==> config.mk <==
export PLATFORM = sky130hd
export DESIGN_NAME = pin_route_ctrl
export DESIGN_NICKNAME = d
export VERILOG_FILES = /design/src/rtl/pr_pkg.sv /design/src/rtl/pr_setclr_reg.sv /design/src/rtl/pr_level_sync.sv /design/src/rtl/pr_route_mux.sv /design/src/rtl/pr_bus_read.sv /design/src/rtl/pin_route_ctrl.sv
export SDC_FILE = /design/constraint.sdc
export NUM_CORES = 1
export LEC_CHECK = 0
export BUFFER_PORTS_ARGS = -buffer_cell sky130_fd_sc_hd__buf_2
export CAP_MARGIN = 5
export CORE_ASPECT_RATIO = 0.8
export CORE_MARGIN = 2
export CORE_UTILIZATION = 40
export CTS_BUF_LIST = sky130_fd_sc_hd__clkbuf_16
export DETAILED_ROUTE_END_ITERATION = 16
export PLACE_DENSITY = 0.74
export SKIP_LAST_GASP = 1
export SYNTH_ARGS = -nofsm -noshare
export SYNTH_HDL_FRONTEND = slang
export SYNTH_SLANG_ARGS = --single-unit
export TNS_END_PERCENT = 10
==> constraint.sdc <==
create_clock -name clk -period 2.15 [get_ports clk]
set_input_delay 0.215 -clock clk [delete_from_list [all_inputs] [get_ports clk]]
set_output_delay 0.215 -clock clk [all_outputs]
set_load 0.005 [all_outputs]
==> src/rtl/pr_pkg.sv <==
package pr_pkg;
  localparam int REG_AW = 5;
  localparam int SEL_W  = 2;
  localparam int NFUNC  = 1 << SEL_W;

  localparam logic [REG_AW-1:0] RA_OWN_SET  = 5'd0;
  localparam logic [REG_AW-1:0] RA_OWN_CLR  = 5'd1;
  localparam logic [REG_AW-1:0] RA_OWN_STAT = 5'd2;
  localparam logic [REG_AW-1:0] RA_DIR_SET  = 5'd3;
  localparam logic [REG_AW-1:0] RA_DIR_CLR  = 5'd4;
  localparam logic [REG_AW-1:0] RA_DIR_STAT = 5'd5;
  localparam logic [REG_AW-1:0] RA_DAT_SET  = 5'd6;
  localparam logic [REG_AW-1:0] RA_DAT_CLR  = 5'd7;
  localparam logic [REG_AW-1:0] RA_DAT_STAT = 5'd8;
  localparam logic [REG_AW-1:0] RA_LEVEL    = 5'd9;
  localparam logic [REG_AW-1:0] RA_PU_SET   = 5'd10;
  localparam logic [REG_AW-1:0] RA_PU_CLR   = 5'd11;
  localparam logic [REG_AW-1:0] RA_PU_STAT  = 5'd12;
  localparam logic [REG_AW-1:0] RA_PD_SET   = 5'd13;
  localparam logic [REG_AW-1:0] RA_PD_CLR   = 5'd14;
  localparam logic [REG_AW-1:0] RA_PD_STAT  = 5'd15;
  localparam logic [REG_AW-1:0] RA_OD_SET   = 5'd16;
  localparam logic [REG_AW-1:0] RA_OD_CLR   = 5'd17;
  localparam logic [REG_AW-1:0] RA_OD_STAT  = 5'd18;
  localparam logic [REG_AW-1:0] RA_SEL_LO   = 5'd19;
  localparam logic [REG_AW-1:0] RA_SEL_HI   = 5'd20;
endpackage

==> src/rtl/pr_setclr_reg.sv <==
module pr_setclr_reg #(
  parameter int W = 32,
  parameter logic [W-1:0] RST_VAL = '0
) (
  input  logic         clk,
  input  logic         rst,
  input  logic [W-1:0] set_m,
  input  logic [W-1:0] clr_m,
  output logic [W-1:0] q
);
  // Set has priority over clear so a plain write (clr all, set data) loads data.
  always_ff @(posedge clk) begin
    if (rst) q <= RST_VAL;
    else     q <= (q & ~clr_m) | set_m;
  end
endmodule

==> src/rtl/pr_level_sync.sv <==
module pr_level_sync #(
  parameter int W      = 32,
  parameter int STAGES = 2
) (
  input  logic         clk,
  input  logic         rst,
  input  logic [W-1:0] d,
  output logic [W-1:0] q
);
  logic [W-1:0] stg [STAGES];

  always_ff @(posedge clk) begin
    if (rst) stg[0] <= '0;
    else     stg[0] <= d;
  end

  for (genvar s = 1; s < STAGES; s++) begin : g_stage
    always_ff @(posedge clk) begin
      if (rst) stg[s] <= '0;
      else     stg[s] <= stg[s-1];
    end
  end

  assign q = stg[STAGES-1];
endmodule

==> src/rtl/pr_route_mux.sv <==
module pr_route_mux #(
  parameter int N  = 32,
  parameter int NF = 4,
  parameter int SW = 2
) (
  input  logic          clk,
  input  logic          rst,
  input  logic [N-1:0]  own,
  input  logic [N-1:0]  dir,
  input  logic [N-1:0]  dat,
  input  logic [N-1:0]  od,
  input  logic [N-1:0]  pu,
  input  logic [N-1:0]  pd,
  input  logic [N-1:0]  sel_lo,
  input  logic [N-1:0]  sel_hi,
  input  logic [NF*N-1:0] pdo,
  input  logic [NF*N-1:0] poe,
  output logic [N-1:0]  pad_out,
  output logic [N-1:0]  pad_oe,
  output logic [N-1:0]  pad_pu,
  output logic [N-1:0]  pad_pd
);
  logic [N-1:0] nxt_out, nxt_oe;

  for (genvar i = 0; i < N; i++) begin : g_pin
    logic [SW-1:0] code;
    logic [NF-1:0] f_do, f_oe;
    logic          src_do, src_oe;

    assign code = {sel_hi[i], sel_lo[i]};

    for (genvar f = 0; f < NF; f++) begin : g_fn
      assign f_do[f] = pdo[f*N + i];
      assign f_oe[f] = poe[f*N + i];
    end

    assign src_do = own[i] ? dat[i] : f_do[code];
    assign src_oe = own[i] ? dir[i] : f_oe[code];

    // Open drain: never drive high, only enable the driver for a low.
    assign nxt_out[i] = od[i] ? 1'b0 : src_do;
    assign nxt_oe[i]  = od[i] ? (src_oe & ~src_do) : src_oe;
  end

  always_ff @(posedge clk) begin
    if (rst) begin
      pad_out <= '0;
      pad_oe  <= '0;
      pad_pu  <= '1;
      pad_pd  <= '0;
    end else begin
      pad_out <= nxt_out;
      pad_oe  <= nxt_oe;
      pad_pu  <= pu;
      pad_pd  <= pd;
    end
  end
endmodule

==> src/rtl/pr_bus_read.sv <==
module pr_bus_read
  import pr_pkg::*;
#(
  parameter int N  = 32,
  parameter int DW = 32
) (
  input  logic              clk,
  input  logic              rst,
  input  logic              rd,
  input  logic [REG_AW-1:0] addr,
  input  logic [N-1:0]      own,
  input  logic [N-1:0]      dir,
  input  logic [N-1:0]      dat,
  input  logic [N-1:0]      lvl,
  input  logic [N-1:0]      pu,
  input  logic [N-1:0]      pd,
  input  logic [N-1:0]      od,
  input  logic [N-1:0]      sel_lo,
  input  logic [N-1:0]      sel_hi,
  output logic [DW-1:0]     rdata
);
  logic [N-1:0]  pick;
  logic [DW-1:0] nxt;

  always_comb begin
    pick = '0;
    case (addr)
      RA_OWN_STAT: pick = own;
      RA_DIR_STAT: pick = dir;
      RA_DAT_STAT: pick = dat;
      RA_LEVEL:    pick = lvl;
      RA_PU_STAT:  pick = pu;
      RA_PD_STAT:  pick = pd;
      RA_OD_STAT:  pick = od;
      RA_SEL_LO:   pick = sel_lo;
      RA_SEL_HI:   pick = sel_hi;
      default:     pick = '0;
    endcase
    nxt = '0;
    nxt[N-1:0] = pick;
  end

  always_ff @(posedge clk) begin
    if (rst)     rdata <= '0;
    else if (rd) rdata <= nxt;
  end
endmodule

==> src/rtl/pin_route_ctrl.sv <==
module pin_route_ctrl
  import pr_pkg::*;
#(
  parameter int NPINS = 32,
  parameter int DW    = 32
) (
  input  logic                  clk,
  input  logic                  rst,
  input  logic                  bus_wr,
  input  logic                  bus_rd,
  input  logic [REG_AW-1:0]     bus_addr,
  input  logic [DW-1:0]         bus_wdata,
  output logic [DW-1:0]         bus_rdata,
  input  logic [NPINS-1:0]      pad_in,
  input  logic [NFUNC*NPINS-1:0] periph_do,
  input  logic [NFUNC*NPINS-1:0] periph_oe,
  output logic [NPINS-1:0]      pad_out,
  output logic [NPINS-1:0]      pad_oe,
  output logic [NPINS-1:0]      pad_pu,
  output logic [NPINS-1:0]      pad_pd
);
  localparam int SYNC_STAGES = 2;

  logic [NPINS-1:0] wmask;
  logic [NPINS-1:0] own_s, own_c, dir_s, dir_c, dat_s, dat_c;
  logic [NPINS-1:0] pu_s, pu_c, pd_s, pd_c, od_s, od_c;
  logic [NPINS-1:0] sl_s, sl_c, sh_s, sh_c;
  logic [NPINS-1:0] own_q, dir_q, dat_q, pu_q, pd_q, od_q, sl_q, sh_q;
  logic [NPINS-1:0] lvl_q;

  assign wmask = bus_wdata[NPINS-1:0];

  // Write decode: each address drives one set or clear mask.
  always_comb begin
    own_s = '0; own_c = '0; dir_s = '0; dir_c = '0;
    dat_s = '0; dat_c = '0; pu_s  = '0; pu_c  = '0;
    pd_s  = '0; pd_c  = '0; od_s  = '0; od_c  = '0;
    sl_s  = '0; sl_c  = '0; sh_s  = '0; sh_c  = '0;
    if (bus_wr) begin
      case (bus_addr)
        RA_OWN_SET: own_s = wmask;
        RA_OWN_CLR: own_c = wmask;
        RA_DIR_SET: dir_s = wmask;
        RA_DIR_CLR: dir_c = wmask;
        RA_DAT_SET: dat_s = wmask;
        RA_DAT_CLR: dat_c = wmask;
        RA_PU_SET: begin
          pu_s = wmask;
          pd_c = wmask;
        end
        RA_PU_CLR: pu_c = wmask;
        RA_PD_SET: begin
          pd_s = wmask;
          pu_c = wmask;
        end
        RA_PD_CLR: pd_c = wmask;
        RA_OD_SET: od_s = wmask;
        RA_OD_CLR: od_c = wmask;
        RA_SEL_LO: begin
          sl_c = '1;
          sl_s = wmask;
        end
        RA_SEL_HI: begin
          sh_c = '1;
          sh_s = wmask;
        end
        default: ;
      endcase
    end
  end

  pr_setclr_reg #(.W(NPINS), .RST_VAL('1)) u_own (
    .clk(clk), .rst(rst), .set_m(own_s), .clr_m(own_c), .q(own_q));
  pr_setclr_reg #(.W(NPINS), .RST_VAL('0)) u_dir (
    .clk(clk), .rst(rst), .set_m(dir_s), .clr_m(dir_c), .q(dir_q));
  pr_setclr_reg #(.W(NPINS), .RST_VAL('0)) u_dat (
    .clk(clk), .rst(rst), .set_m(dat_s), .clr_m(dat_c), .q(dat_q));
  pr_setclr_reg #(.W(NPINS), .RST_VAL('1)) u_pu (
    .clk(clk), .rst(rst), .set_m(pu_s), .clr_m(pu_c), .q(pu_q));
  pr_setclr_reg #(.W(NPINS), .RST_VAL('0)) u_pd (
    .clk(clk), .rst(rst), .set_m(pd_s), .clr_m(pd_c), .q(pd_q));
  pr_setclr_reg #(.W(NPINS), .RST_VAL('0)) u_od (
    .clk(clk), .rst(rst), .set_m(od_s), .clr_m(od_c), .q(od_q));
  pr_setclr_reg #(.W(NPINS), .RST_VAL('0)) u_sel_lo (
    .clk(clk), .rst(rst), .set_m(sl_s), .clr_m(sl_c), .q(sl_q));
  pr_setclr_reg #(.W(NPINS), .RST_VAL('0)) u_sel_hi (
    .clk(clk), .rst(rst), .set_m(sh_s), .clr_m(sh_c), .q(sh_q));

  pr_level_sync #(.W(NPINS), .STAGES(SYNC_STAGES)) u_sync (
    .clk(clk), .rst(rst), .d(pad_in), .q(lvl_q));

  pr_route_mux #(.N(NPINS), .NF(NFUNC), .SW(SEL_W)) u_mux (
    .clk(clk), .rst(rst),
    .own(own_q), .dir(dir_q), .dat(dat_q), .od(od_q),
    .pu(pu_q), .pd(pd_q), .sel_lo(sl_q), .sel_hi(sh_q),
    .pdo(periph_do), .poe(periph_oe),
    .pad_out(pad_out), .pad_oe(pad_oe), .pad_pu(pad_pu), .pad_pd(pad_pd));

  pr_bus_read #(.N(NPINS), .DW(DW)) u_rd (
    .clk(clk), .rst(rst), .rd(bus_rd), .addr(bus_addr),
    .own(own_q), .dir(dir_q), .dat(dat_q), .lvl(lvl_q),
    .pu(pu_q), .pd(pd_q), .od(od_q), .sel_lo(sl_q), .sel_hi(sh_q),
    .rdata(bus_rdata));
endmodule

==> results of run 1 <==
cell families (layout without fill, tap and decap cells):
family,Yosys count,count (layout)
DFF,480,480
muxes,148,148
xor gates and xnor gates,2,2
and+or+nand+nor,691,691
AOI/OAI and AO/OA,617,617
buffers and inverters,195,732
registers in the layout (all words and copies together) (netlist names):
register and flops:
u_sync.stg 64, u_od.q 32, u_pu.q 32, u_sel_hi.q 32, u_mux.pad_pd 32, u_own.q 32, u_mux.pad_pu 32, u_dir.q 32
u_rd.rdata 32, u_dat.q 32, u_mux.pad_oe 32, u_mux.pad_out 32, u_sel_lo.q 32, u_pd.q 32
worst min-delay path by stage:
| stage | slack [ns] | to | cells after the start |
|---|---|---|---|
| after global placement | 0.42 | u_sync.stg[1][3] | 1 |
| final | 0.16 | u_mux.pad_oe[28] | 4 |
| after global routing | 0.18 | u_mux.pad_oe[17] | 4 |
| after detailed placement | 0.43 | u_sync.stg[1][3] | 1 |
| after CTS | 0.14 | u_mux.pad_oe[17] | 4 |
| after floorplan | 0.34 | u_sync.stg[0][0] | 1 |
report_power, final:
group | switching [uW] | leakage [uW] | internal [uW]
Sequential | 86.8 | 0.00389 | 9020
Clock | 3630 | 0.000785 | 4770
Combinational | 838 | 0.00549 | 676
Total | 4560 | 0.0102 | 14500
cell type report:
class / instances / area [um2]
fill: 4494 / 23810
sequential: 480 / 9609
multi-input combinational: 1458 / 9559
timing repair buffer: 645 / 4044
clock buffer: 48 / 1201
tap: 675 / 844.6
clock inverter: 37 / 336.6
inverter: 2 / 7.507
critical path: cells and delay by family (launching register included):
family / cells / cell delay, ns
AOI/OAI and AO/OA: 1 / 0.74
DFF: 1 / 0.38
and+or+nand+nor: 3 / 0.52
timing repair:
| item | in CTS | in global routing |
|---|---|---|
| endpoints found under the hold margin | 97 | 0 |
| hold buffers | 65 | 0 |
| endpoints found under the setup margin | 0 | 0 |
per-layer routing:
layer  part of all wire, %  track usage, %  vias to the layer above
met5                 0.016               0                        -
met4                   4.6           14.64                        2
met3                    11           7.786                      256
met2                    45           48.59                     1309
met1                    38           37.65                     9304
li1                      -               -                     8607
Yosys cell counts (all sizes together):
| master | number |
|---|---|
| o21ai | 180 |
| nand2 | 369 |
| a221o | 33 |
| a211oi | 62 |
| mux2 | 31 |
| buf | 45 |
| a32oi | 6 |
| a21o | 1 |
| nor3b | 33 |
| a31oi | 2 |
| a22o | 30 |
| and2 | 46 |
| and3b | 3 |
| inv | 2 |
| nand3 | 1 |
| dfxtp | 480 |
| nor3 | 8 |
| mux2i | 53 |
| or2 | 32 |
| and4 | 4 |
| or4b | 1 |
| a221oi | 19 |
| nor2 | 36 |
| or3 | 2 |
| a21oi | 229 |
| and3 | 51 |
| nor2b | 102 |
| or3b | 1 |
| xnor2 | 1 |
| nand3b | 1 |
| clkbuf | 148 |
| mux4 | 64 |
| nand2b | 1 |
| a22oi | 40 |
| a2111oi | 14 |
| xor2 | 1 |
| o21bai | 1 |
per-stage QoR:
step | util, % | setup slack [ns] | total power, uW | cell area [um2]
floorplan | - | 0.4216 | 9941 | 19900
global placement | 47.38 | -0.08647 | 10650 | 23410
detailed placement | 47.38 | -0.07202 | 10690 | 23410
finish | 51.81 | 0.3793 | 19030 | 25600
global route | 51.81 | 0.2856 | 19570 | 25600
CTS | 51.81 | 0.3746 | 19060 | 25600
==> impl_metrics.env, run 1 <==
export IMPL_die_y_um=203.5
export IMPL_cp_slowest_cell="a2111oi_0"
export IMPL_place_congestion=0.9165
export IMPL_tightest_slew_ns=0.9540
export IMPL_synthSimpleGateAreaFrac_pct=16.98
export IMPL_groute_usage_overall_pct=30.17
export IMPL_finalHoldViolations=0
export IMPL_grt_max_degree=182
export IMPL_setup_worst_path_class="register to register"
export IMPL_slew_headroom_pct=36.25
export IMPL_dpl_hpwl_um=55830
export IMPL_slowest_delay_ns=0.74
export IMPL_drive_above_1_share_pct=30.19
export IMPL_rsz0062_at_grt="no"
export IMPL_placementRows=73
export IMPL_cp_cell_sequence="and3_1 -> a2111oi_0 -> and4_1 -> nor3_1"
export IMPL_synth_compound_area_share_pct=18.97
export IMPL_crit_required_ns=2.61
export IMPL_synth_mux_area_share_pct=11.66
export IMPL_synthAdderAreaFrac_pct=0
export IMPL_netlist_top_cells_area="dfxtp_1 48%, mux4_2 7.2%, nand2_1 7.0%, a21oi_1 5.8%, o21ai_0 4.3%"
export IMPL_overflow=0
export IMPL_status="finished clean"
export IMPL_first_global_vias=19210
export IMPL_syn_avg_cell_area_um2=9.329
export IMPL_reg2reg_slack_ns=0.38
export IMPL_final_setup_skew_ns=0.02454
export IMPL_period_needed_ns=1.771
export IMPL_drt_pre_antenna_iters=6
export IMPL_syn_nets=2462
export IMPL_cts_max_level=2
export IMPL_drt_initial_drc_count=2305
export IMPL_reg2reg_depth=4
export IMPL_syn_area_mm2=0.01990
export IMPL_yosysWarnings=0
export IMPL_worstSetupStartpoint="u_od.q[8]"
export IMPL_synth_xor_area_share_pct=0.08803
export IMPL_cts_buffers=48
export IMPL_cts_sinks=480
export IMPL_vias_per_cell=5.823
export IMPL_synth_top_area_share_pct=48.29
export IMPL_ys_seq_elements=480
export IMPL_post_cts_buffers=0
export IMPL_pwr_density_cell_mw_per_mm2=743.2
export IMPL_hold_path_class="input port to register"
export IMPL_clock_latency_ns=0.61
export IMPL_arrival_ns=2.23
export IMPL_diodes=0
export IMPL_ctsResizeCount=0
export IMPL_area_delta_synth_final_pct=28.66
export IMPL_crit_end="u_rd.rdata[8]"
export IMPL_hold_start="periph_do[28]"
export IMPL_crit_reg2reg_capture="u_rd.rdata[8]"
export IMPL_die_w_um=253.4
export IMPL_vias=19480
export IMPL_drc=0
export IMPL_seq_area_frac_synth_pct=48.29
export IMPL_layout_commonest_cell="buf_2"
export IMPL_cap_viol_max_count=0
export IMPL_cts_root_buf="clkbuf_16"
export IMPL_dp_cells=3195
export IMPL_wl_per_cell_um=24.12
export IMPL_grt_pass1_wl_um=116800
export IMPL_clock_fmax_mhz=564.7
export IMPL_fin_nets=2964
export IMPL_critPathLaunchType="register"
export IMPL_crit_reg2reg_launch="u_od.q[8]"
export IMPL_synth_cells=2133
export IMPL_port_buffers=488
export IMPL_cts_tree="done"
export IMPL_dieArea_mm2=0.05156
export IMPL_synth_top_area_cell="dfxtp_1"
export IMPL_worstPathMaxFanout=4
export IMPL_yosysUniqueCellTypes=45
export IMPL_fin_cells=3345
export IMPL_antenna_left=0
export IMPL_cts_buffer_depth=3
export IMPL_end_kind="register"
export IMPL_core_mm2=0.04941
export IMPL_initial_core_util_pct=40.27
export IMPL_routed_wl_um=80680
export IMPL_holdWs_ns=0.1623
export IMPL_tns_ns=0
export IMPL_clk_pin_slew_worst_paths_ns=0.06
export IMPL_leakage_uw=0.01016
export IMPL_grt_antenna_before_repair=2
export IMPL_boundaryPins=489
export IMPL_layout_common_cells="487 x buf_2, 480 x dfxtp_1, 363 x nand2_1, 229 x a21oi_1, 171 x o21ai_0"
export IMPL_fin_crit_sh_pct=82.36
export IMPL_peakVddDrop_mv=0.4664
export IMPL_setup_violations=0
export IMPL_synth_top_family_by_area="compound AO/OA/AOI/OAI gates"
export IMPL_final_max_slew_viol_count=0
Power figures use the tool's default switching activity.
==> run 2: changes to the inputs <==
ABC_AREA = 1   (was not set)
PLACE_DENSITY = 0.73   (was 0.74)
clock period = 1.7 ns   (was 2.15 ns; I/O delays follow)
==> run 2 against run 1 <==
Effect of this change: combinational power rose by 54%; register-to-register slack got worse by 0.24 ns; routed wire length rose by 3.3%; sequential cell count did not move; critical path depth rose by 2; non-clock buffer count rose by 35.
==> impl_metrics.env, run 2 <==
export IMPL_status="finished clean"
export IMPL_clock_latency_ns=0.61
export IMPL_cts_buffer_depth=3
export IMPL_port_buffers=488
export IMPL_grt_busiest_layer="met2"
export IMPL_boundaryPins=489
export IMPL_dp_cells=4104
export IMPL_synth_xor_area_share_pct=0
export IMPL_groute_usage_overall_pct=29.25
export IMPL_placementRows=75
export IMPL_synth_cells=2982
export IMPL_swShare_pct=25.29
export IMPL_holdWs_ns=0.02242
export IMPL_clockPowerShare_pct=45.1
export IMPL_die_w_um=260.8
export IMPL_largest_register_ffs=64
export IMPL_leakage_uw=0.01223
export IMPL_fin_nets=3863
export IMPL_setup_violations=0
export IMPL_hold_start="periph_do[119]"
export IMPL_crit_reg2reg_launch="u_sel_lo.q[19]"
export IMPL_cts_buffers=49
export IMPL_tightest_slew_ns=0.4637
export IMPL_fin_cells=4269
export IMPL_end_kind="register"
export IMPL_wl_per_cell_um=19.52
export IMPL_crit_reg2reg_capture="u_mux.pad_oe[19]"
export IMPL_cap_viol_max_count=0
export IMPL_worstPathMaxFanout=6
export IMPL_synth_compound_area_share_pct=19.92
export IMPL_fillCellCount=4962
export IMPL_drc=0
export IMPL_slew_headroom_pct=69.09
export IMPL_setup_worst_path_class="register to register"
export IMPL_fin_util_pct=52.94
export IMPL_combinationalPowerShare_pct=9.2
export IMPL_vias_per_cell=5.476
export IMPL_clock_fmax_mhz=641.3
export IMPL_met2_usage_pct=46.80
export IMPL_regMostFlops="u_sync.stg"
export IMPL_cts_tree="done"
export IMPL_grt_antenna_before_repair=2
export IMPL_critPathLaunchType="register"
export IMPL_period_needed_ns=1.559
export IMPL_synth_mux_area_share_pct=1.471
export IMPL_final_setup_skew_ns=0.01565
export IMPL_vias=23380
export IMPL_ys_seq_elements=480
export IMPL_cts_sinks=480
export IMPL_p_sw_uw=6363
export IMPL_finalHoldViolations=0
export IMPL_yosysUniqueCellTypes=23
export IMPL_dpl_hpwl_um=57350
export IMPL_antenna_left=0
export IMPL_cts_max_level=2
export IMPL_seq_area_frac_synth_pct=45.54
export IMPL_synth_edff_count=0
export IMPL_arrival_ns=2.05
export IMPL_fin_crit_sh_pct=91.73
export IMPL_drt_initial_drc_count=2653
export IMPL_syn_area_mm2=0.02110
export IMPL_first_global_vias=21670
export IMPL_final_max_slew_viol_count=0
export IMPL_yosysWarnings=0
export IMPL_hold_path_class="input port to register"
export IMPL_clk_pin_slew_worst_paths_ns=0.06
export IMPL_synthAdderAreaFrac_pct=0
export IMPL_synthTopCellsByCount="480 x dfxtp_1, 440 x o21ai_0, 427 x nor2_1"
export IMPL_netlist_top_cells_area="dfxtp_1 46%, o21ai_0 10%, nor2_1 7.6%, nand2_1 6.8%, a21oi_1 6.1%"
export IMPL_hold_depth=5
export IMPL_routed_wl_um=83310
export IMPL_grt_max_degree=47
export IMPL_synth_top_area_cell="dfxtp_1"
export IMPL_drive_above_1_share_pct=20.68
export IMPL_core_mm2=0.05227
export IMPL_grt_pass1_wl_um=123700
export IMPL_cts_root_buf="clkbuf_16"
export IMPL_synth_top_area_share_pct=45.54
export IMPL_drt_pre_antenna_iters=6
export IMPL_dieArea_mm2=0.05461
export IMPL_rsz0062_at_grt="no"
export IMPL_area_delta_synth_final_pct=31.14
export IMPL_reg2reg_slack_ns=0.14
export IMPL_groute_layer_met3_usage_pct=6.123
export IMPL_layout_commonest_cell="buf_2"
export IMPL_synth_top_family_by_area="simple AND/OR/NAND/NOR gates"
export IMPL_grt_util_met1_pct=38.03
export IMPL_crit_required_ns=2.19
export IMPL_synthSimpleGateAreaFrac_pct=23.80
export IMPL_peakVddDrop_mv=0.7211
export IMPL_synth_most_common_cell="dfxtp_1"
export IMPL_overflow=0
export IMPL_total_power_uw=25170
export IMPL_min_to="u_mux.pad_out[23]"
export IMPL_syn_nets=3311
export IMPL_async_flop_share_pct=0
export IMPL_synth_main_ff_cell="dfxtp_1"
export IMPL_initial_core_util_pct=40.37
export IMPL_reg2reg_depth=6
export IMPL_layout_common_cells="486 x buf_2, 480 x dfxtp_1, 440 x o21ai_0, 421 x nor2_1, 377 x nand2_1"
export IMPL_seq_power_share_pct=45.7
export IMPL_syn_avg_cell_area_um2=7.076
export IMPL_die_y_um=209.4
export IMPL_pwr_density_cell_mw_per_mm2=909.4
export IMPL_place_congestion=0.8690
export IMPL_p_int_uw=18800
## run 2: cell types whose count changed in the layout (fill, tap and decap cells not counted), moves of 33 or more
cell      change
nor2_1      +387
nor3_1       +55
nand4_1     +147
and2_1       -34
a211oi_1     -61
inv_1       +316
mux4_2       -64
o21ai_0     +269
a221o_1      -33
nor2b_1     -101
and3_1       -49
nand3_1     +112
a22oi_1      -40
## run 2: area by class of cell
type,instances,area (um2),share of cell area [%]
Multi-Input combinational cell,1990,9656,34.89
Sequential cell,480,9609,34.73
Timing Repair Buffer,680,4614,16.68
Inverter,333,1254,4.531
Clock buffer,49,1226,4.431
Tap cell,693,867.1,3.133
Clock inverter,42,440.4,1.592
Antenna cell,2,5.005,0.01809
## run 2: how the worst max path moves through the flow
stage / startpoint / endpoint / slack (ns) / cells past startpoint
3_3_place_gp: bus_addr[2] / u_rd.rdata[29] / 0.05 / 10
4_1_cts: u_sel_lo.q[19] / u_mux.pad_oe[19] / 0.15 / 6
6_report: u_sel_lo.q[19] / u_mux.pad_oe[19] / 0.14 / 6
2_1_floorplan: bus_addr[2] / u_sel_hi.q[24] / 0.19 / 9
3_5_place_dp: bus_addr[2] / u_sel_hi.q[8] / -0.04 / 9
5_1_grt: u_sel_lo.q[17] / u_mux.pad_oe[17] / 0.04 / 6
## run 2: power by group through the flow
stage | logic [uW] | registers (uW) | clock network (uW)
2_1_floorplan | 930 | 11700 | 0
3_3_place_gp | 2110 | 11800 | 0
3_5_place_dp | 2120 | 11800 | 0
4_1_cts | 2260 | 11500 | 11400
5_1_grt | 2480 | 11500 | 11900
6_report | 2320 | 11500 | 11300
## run 2: logic make-up after synthesis
kind of cell / count (synthesis)
AOI/OAI and AO/OA: 800
muxes: 31
and+or+nand+nor: 1159
buffers and inverters: 512
DFF: 480
## run 2: repair_timing
action | CTS | global route
setup endpoints to repair | 0 | 1
hold buffers | 72 | 0
setup buffers | 0 | 0
hold endpoints to repair | 112 | 0
gates resized for setup | 0 | 1
## run 2: through the flow
stage               setup TNS (ns)  cell area, um2  setup WS, ns
global placement                 0           25270       0.05299
finish                           0           27670        0.1406
CTS                              0           27660        0.1526
detailed placement         -0.2930           25270      -0.04174
floorplan                        0           21100        0.1885
global route                     0           27670       0.04196
## run 2: routing by layer
layer | routed length, um | up-vias
li1 | - | 11030
met1 | 33630 | 10720
met2 | 37410 | 1374
met3 | 8781 | 249
met4 | 3475 | 2
met5 | 13 | -
## run 2: critical path: stages, from the launching register on
cell	delay, ns
dfxtp_1	0.43
inv_1	0.13
o21ai_0	0.24
o21ai_0	0.17
o21bai_1	0.22
nor2_1	0.08
nor3_2	0.20
